### src/rtl/tune_sweep_seq.sv
module tune_sweep_seq #(
  parameter int TAPW     = 8,
  parameter int VECW     = 32,
  parameter int WAIT_CYC = 50000,
  parameter int TAP_REQ  = 8,
  parameter int POSW     = 12,
  parameter int POS_INIT = 12'h300
) (
  input  logic            clk,
  input  logic            rst_n,
  input  logic            start,
  input  logic [2:0]      bus_mode,
  input  logic [1:0]      hs400_cfg,
  input  logic [TAPW-1:0] hw_taps,
  input  logic            dma_in,
  input  logic            cmd_ack,
  input  logic            cmd_ok,
  input  logic            cmp_zero,
  input  logic            sel_ack,
  input  logic            sel_ok,
  input  logic [TAPW-1:0] sel_tap,
  output logic            busy,
  output logic            done,
  output logic            ok,
  output logic            cmd_req,
  output logic            dma_out,
  output logic            sel_req,
  output logic [VECW-1:0] pass_vec,
  output logic [VECW-1:0] cmp_vec,
  output logic [TAPW-1:0] tap_sel,
  output logic            clk_en,
  output logic            tap_en,
  output logic [TAPW-1:0] tap_cnt_cfg,
  output logic            dts_sel,
  output logic            retune_en,
  output logic [POSW-1:0] tap_pos,
  output logic            hs400_en,
  output logic            hs400_osel,
  output logic            irq_clr,
  output logic            rvs_clr
);
  localparam int VIW = $clog2(VECW);
  localparam int WCW = $clog2(WAIT_CYC + 1);

  typedef enum logic [2:0] {S_IDLE, S_INIT, S_PROBE, S_WAIT, S_SCLR, S_SEL, S_FAIL, S_DONE} st_t;

  st_t            st;
  logic [2:0]     step;
  logic [TAPW-1:0] n_taps, tap;
  logic [VIW-1:0] idx;
  logic [WCW-1:0] wcnt;

  wire tune_mode = (bus_mode == 3'd4) || (bus_mode == 3'd5) || (bus_mode == 3'd6);
  wire skip      = (hw_taps == '0) || (2 * int'(hw_taps) >= VECW);
  wire last      = (int'(idx) == 2 * int'(n_taps) - 1);

  assign busy    = (st != S_IDLE);
  assign done    = (st == S_DONE);
  assign cmd_req = (st == S_PROBE);
  assign sel_req = (st == S_SEL);
  assign dma_out = dma_in & ~cmd_req;

  always_ff @(posedge clk) begin
    if (!rst_n) begin
      st <= S_IDLE; step <= '0; n_taps <= '0; tap <= '0; idx <= '0; wcnt <= '0;
      ok <= 1'b0; pass_vec <= '0; cmp_vec <= '0; tap_sel <= '0;
      clk_en <= 1'b1; tap_en <= 1'b0; tap_cnt_cfg <= '0; dts_sel <= 1'b0;
      retune_en <= 1'b0; tap_pos <= '0; hs400_en <= 1'b0; hs400_osel <= 1'b0;
      irq_clr <= 1'b0; rvs_clr <= 1'b0;
    end else begin
      irq_clr <= 1'b0;
      rvs_clr <= 1'b0;
      case (st)
        S_IDLE: if (start) begin
          pass_vec <= '0; cmp_vec <= '0; ok <= 1'b0; step <= '0;
          hs400_en <= hs400_cfg[1]; hs400_osel <= hs400_cfg[0];
          if (tune_mode) st <= S_INIT;
          else begin ok <= 1'b1; st <= S_DONE; end
        end
        S_INIT: begin
          step <= step + 3'd1;
          case (step)
            3'd0: irq_clr <= 1'b1;
            3'd1: clk_en <= 1'b0;
            3'd2: begin tap_en <= 1'b1; tap_cnt_cfg <= TAPW'(TAP_REQ); end
            3'd3: dts_sel <= 1'b1;
            3'd4: retune_en <= 1'b0;
            3'd5: tap_pos <= POSW'(POS_INIT);
            3'd6: clk_en <= 1'b1;
            default: begin
              n_taps <= hw_taps; idx <= '0; tap <= '0; tap_sel <= '0;
              if (skip) begin ok <= 1'b1; st <= S_DONE; end
              else st <= S_PROBE;
            end
          endcase
        end
        S_PROBE: if (cmd_ack) begin
          pass_vec[idx] <= cmd_ok;
          cmp_vec[idx]  <= cmp_zero;
          idx <= idx + 1'b1;
          tap <= (tap == n_taps - 1'b1) ? '0 : tap + 1'b1;
          wcnt <= '0;
          st <= last ? S_SCLR : S_WAIT;
        end
        S_WAIT: begin
          if (wcnt == WCW'(WAIT_CYC - 1)) begin st <= S_PROBE; tap_sel <= tap; end
          else wcnt <= wcnt + 1'b1;
        end
        S_SCLR: begin rvs_clr <= 1'b1; st <= S_SEL; end
        S_SEL: if (sel_ack) begin
          if (sel_ok) begin
            tap_sel <= sel_tap; retune_en <= 1'b1; ok <= 1'b1; st <= S_DONE;
          end else begin
            step <= '0; st <= S_FAIL;
          end
        end
        S_FAIL: begin
          step <= step + 3'd1;
          case (step)
            3'd0: clk_en <= 1'b0;
            3'd1: dts_sel <= 1'b0;
            3'd2: begin hs400_en <= 1'b0; hs400_osel <= 1'b0; end
            3'd3: clk_en <= 1'b1;
            default: begin retune_en <= 1'b0; ok <= 1'b0; st <= S_DONE; end
          endcase
        end
        default: st <= S_IDLE;
      endcase
    end
  end
endmodule

### config.mk
export PLATFORM = sky130hd
export DESIGN_NAME = tune_sweep_seq
export DESIGN_NICKNAME = d
export VERILOG_FILES = /design/src/rtl/tune_sweep_seq.sv
export SDC_FILE = /design/constraint.sdc
export NUM_CORES = 1
export LEC_CHECK = 0
export ABC_AREA = 1
export BUFFER_PORTS_ARGS = -buffer_cell sky130_fd_sc_hd__buf_2
export CAP_MARGIN = 5
export CORE_ASPECT_RATIO = 1.2
export CORE_MARGIN = 5
export CORE_UTILIZATION = 55
export CTS_CLUSTER_SIZE = 14
export DETAILED_ROUTE_END_ITERATION = 7
export PLACE_DENSITY = 0.87
export SLEW_MARGIN = 25
export SYNTH_ARGS = -nofsm -noshare
export SYNTH_HDL_FRONTEND = slang
export SYNTH_SLANG_ARGS = --single-unit
export TNS_END_PERCENT = 30
### constraint.sdc
create_clock -name clk -period 2.3 [get_ports clk]
set_clock_uncertainty 0.05 [all_clocks]
set_input_delay 0.46 -clock clk [delete_from_list [all_inputs] [get_ports clk]]
set_output_delay 0.46 -clock clk [all_outputs]
set_load 0.02 [all_outputs]
== After elaboration in Yosys (flattened, before gate mapping) ==
Index checks and enable logic that the tools add are counted.
Widths: inputs -> output; s select.
Cells by class
  add/sub/neg operators: 6
  $lt $le $gt $ge: 3
  eq/ne operators: 35
  multiplexer cells: 61
  bitwise gates (word level): 3
  reduce and logical (&&, ||, !) cells: 35
Operators with widths (number)
  $pmux 32 s2: 2
  $mux 32: 3
  $bwmux 32: 2
  $mux 8: 6
  $mux 3: 12
  $mux 16: 2
  $pmux 16 s2: 1
  $eq 3x3->1 const B: 10
  $ne 2x2->1 const B: 14
  $pmux 8 s3: 1
  $pmux 3 s7: 1
  $reduce_and 3->1: 6
  $mux 1: 17
  $add 16x1->16 const B: 1
  $eq 16x16->1 const B: 1
  $pmux 8 s2: 1
  $eq 3x2->1 const B: 4
  $pmux 1 s2: 6
  $reduce_bool 3->1: 4
  $eq 6x10->1: 1
  $mux 5: 2
  $pmux 5 s2: 1
  $reduce_and 5->1: 2
  $reduce_bool 2->1: 5
  29 further kinds: 38
Word-level totals
  register bits: 125
  input bits: 30
  output and inout port bits: 106
  logic and storage cells: 162

== Depth between registers and ports, before layout ==
  depth after elaboration: 7
  depth in mapped cells: 14
  gate-level depth less buffers: 14

== Worst setup path after synthesis ==
Ideal clock, no wire load.
  path type: register to output
  start point: reg st[2]
  end point: out dma_out
  data arrival time: 1.236 ns
  required time: 1.790 ns
  setup slack: 0.554 ns
  cell stages (with the launch flop): 6
  path buffers: 1
  cells stage by stage: dfxtp_1 -> nor2_4 -> inv_1 -> clkbuf_1 -> nand2_1 -> inv_1
On the way
  longest elaborated chain between the ends: 3
Ends and longest elaborated chain
  from (decl): RTL line 47  | st_t st;
  from (signal assigned): RTL line 103  | st <= last ? S_SCLR : S_WAIT;
  $eq 3x2->1: RTL line 59  | assign cmd_req = (st == S_PROBE);
  named net cmd_req: RTL line 25  | output logic cmd_req,
  $not 1->1: RTL line 61  | assign dma_out = dma_in & ~cmd_req;
  $and 1x1->1: RTL line 61
  to (decl): RTL line 26  | output logic dma_out,
The timed path passes the listed nets, and every way through them passes these cells.

== Worst setup path after layout ==
  start point: reg st[0]
  end point: out dma_out
On the way
  longest elaborated chain between the ends: 3
Ends and longest elaborated chain (RTL line)
  $eq 3x2->1: 59
  $not 1->1: 61
  $and 1x1->1: 61
Every way passes these cells.

==> results.json <==
{
  "yosys.area.top_type": "dfxtp_1",
  "seq_area_mm2": 0.00250,
  "layout_common_cells": "nand2_1 (254), dfxtp_1 (124), buf_2 (118)",
  "clk_latency_ns": 0.41,
  "fill_cells": 976,
  "multi_input_area_mm2": 0.00321,
  "powerDensity_mw_per_mm2": 1060,
  "p_clk_share_pct": 33.2,
  "setup_tns_ns": 0,
  "initial_core_util_pct": 56.3,
  "ys_warn_count": 0,
  "yosys.area_share.xor_xnor_pct": 1.41,
  "dr.pass1.iters": 5,
  "ioPinCount": 136,
  "start_kind": "flip-flop",
  "required_ns": 1.79,
  "p_leak_nw": 3.20,
  "grt_pass1_vias": 5772,
  "instances_no_fill": 1180,
  "status": "completed",
  "vias_per_cell": 5.32,
  "finalCoreUtilization_pct": 67.7,
  "cts_htree_levels": 4,
  "setup_viol": 0,
  "internal_power_mw": 4.86,
  "ys_seq_area_share_pct": 40.3,
  "die_y_um": 126,
  "post-synth-top-area-fraction_pct": 40.3,
  "hold_viol_final": 0,
  "row_count": 42,
  "synth-main-ff-cell": "dfxtp_1",
  "syn_inst": 919,
  "synthArstFlopShare_pct": 0,
  "synth_area_leaders": "dfxtp_1 (40%), nand2_1 (15%), a21oi_1 (8.6%)",
  "fin_crit_sh_pct": 95.7,
  "min_path_type": "input pin to flip-flop",
  "synthesis.area_mm2": 0.00621,
  "cts_sinks": 125,
  "rsz0062_at_grt": "false",
  "synth-compound-area-share_pct": 16.3,
  "cts_tree": "built",
  "synth-seq-cells": 125,
  "crit_path_end_kind": "output port",
  "drc": 0,
  "period_minus_slack_ns": 2.20,
  "synth_simple_gate_area_share_pct": 30.5,
  "vdd_ir_drop_max_mv": 0.733,
  "diodes": 0,
  "io_buffers": 118,
  "grt_usage_pct": 23.8,
  "grt_max_degree": 52,
  "power_switching_mw": 3.04,
  "synth_top_family_by_area": "simple AND/OR/NAND/NOR gates",
  "cts_buffers": 17,
  "synth_edf_count": 0,
  "synth_mux_area_share_pct": 0,
  "die_area_mm2": 0.0135,
  "cts.path.max_buffers": 2,
  "die_x_um": 107,
  "finalPower_mw": 7.90,
  "combPwrFrac_pct": 35.1,
  "cap_violations": 0,
  "avgSynthCellArea_um2": 6.76,
  "dp_cells": 1148,
  "final_max_slew_viol_count": 0,
  "worst_ep_arrival_time_ns": 1.69,
  "worst-path-max-fanout": 11,
  "final_nets": 1077,
  "core_mm2": 0.0110,
  "synth.distinct_cells": 35,
  "ant_nets": 0,
  "worstSetupPathType": "flip-flop to output port",
  "p_sw_share_pct": 38.5,
  "cts.reportedPaths.clkPinSlew_ns": 0.06,
  "area_growth_pct": 20.3,
  "wl_per_cell_um": 13.7,
  "drive_gt1_share_pct": 17.4,
  "hpwlAfterDp_um": 11700,
  "routed_wl_um": 16200,
  "p_seq_share_pct": 31.7,
  "final_common_cell": "nand2_1",
  "drtIter0Drc": 486,
  "synth-adder-area-share_pct": 2.42,
  "grt_pass1_wl_um": 26500,
  "clockRootBuffer": "clkbuf_16",
  "fmax_mhz": 454,
  "gp_congestion": 0.882,
  "grt.overflow.total": 0,
  "post-cts-setup-buffers": 0,
  "via_count": 6280,
  "antenna_found_initial": 0
}
flip-flops by register name (all words and copies together) (netlist names):
| register | cells |
|---|---|
| tap_pos | 1 |
| st | 3 |
| ok | 1 |
| dts_sel | 1 |
| tap_en | 1 |
| tap_sel | 8 |
| hs400_en | 1 |
| cmp_vec | 32 |
| idx | 5 |
| n_taps | 8 |
| step | 3 |
| rvs_clr | 1 |
| clk_en | 1 |
| wcnt | 16 |
| tap | 8 |
| pass_vec | 32 |
| hs400_osel | 1 |
| irq_clr | 1 |
| retune_en | 1 |
Yosys cell counts, types with 4 or more instances:
cell type	count
nand4_1	6
nand3_1	54
nor2_1	102
nor2_4	6
buf_2	13
o21ai_0	78
nand2_1	254
nor3_1	15
a21oi_1	107
inv_1	67
ha_1	12
nor4_1	4
dfxtp_1	125
buf_4	19
clkinv_1	4
xor2_1	10
clkbuf_1	17
timing repair:
action / in CTS / in global routing
setup endpoints to repair: 0 / 2
resized for setup: 0 / 1
hold buffers: 0 / 0
through the flow:
step                      instance area, um2  setup WS [ns]  hold WS, ns
after floorplan                         6270          0.554        0.394
after global placement                  6880          0.299        0.398
after detailed placement                6880          0.260        0.399
after CTS                               7470         0.0715        0.251
after global routing                    7470        0.00115        0.253
final                                   7470         0.0982        0.259
worst paths after layout:
| check | cells after the start | startpoint | endpoint | slack [ns] |
|---|---|---|---|---|
| worst max-delay path | 7 | st[0]$_SDFFE_PN0P_ | dma_out | 0.1 |
| worst min-delay path | 3 | hs400_cfg[0] | hs400_osel$_SDFFE_PN0P_ | 0.26 |
| worst max register to register | 12 | n_taps[0]$_SDFFE_PN0P_ | tap[2]$_SDFFE_PN0P_ | 0.23 |
| worst min register to register | 2 | pass_vec[12]$_SDFFE_PN0P_ | pass_vec[12]$_SDFFE_PN0P_ | 0.41 |
worst max-delay path, stage by stage, from the launching register on:
cell     delay [ns]
dfxtp_1        0.42
inv_1          0.08
nand2_1        0.10
nor2_4         0.06
inv_1          0.32
nand2_1        0.09
inv_1          0.06
buf_2          0.15
routing by layer:
layer,share of wire (%),global-route usage [%]
met2,50,41.0
met3,5.9,5.34
met1,42,28.9
met4,2.0,8.73
met5,0,0
area by class of cell:
| cell class | count | share of cell area [%] |
|---|---|---|
| clock buffer | 22 | 6.35 |
| clock inverter | 10 | 1.51 |
| inverter | 72 | 3.62 |
| multi-input combinational | 687 | 43.0 |
| sequential | 125 | 33.5 |
| tap | 132 | 2.21 |
| timing repair buffer | 132 | 9.82 |
power groups by stage:
stage / sequential (mW) / combinational, mW / clock (mW)
floorplan: 2.64 / 1.94 / 0
CTS: 2.50 / 2.76 / 2.65
global route: 2.53 / 3.11 / 2.75
detailed placement: 2.54 / 2.72 / 0
finish: 2.51 / 2.77 / 2.63
global placement: 2.54 / 2.70 / 0
logic make-up after synthesis:
| group | Yosys count |
|---|---|
| other cells | 1 |
| fa+ha+maj | 12 |
| simple gates | 452 |
| buf+inv | 123 |
| xor+xnor | 10 |
| compound gates | 196 |
| flops | 125 |
No activity file was read; power rests on OpenSTA's default activity.
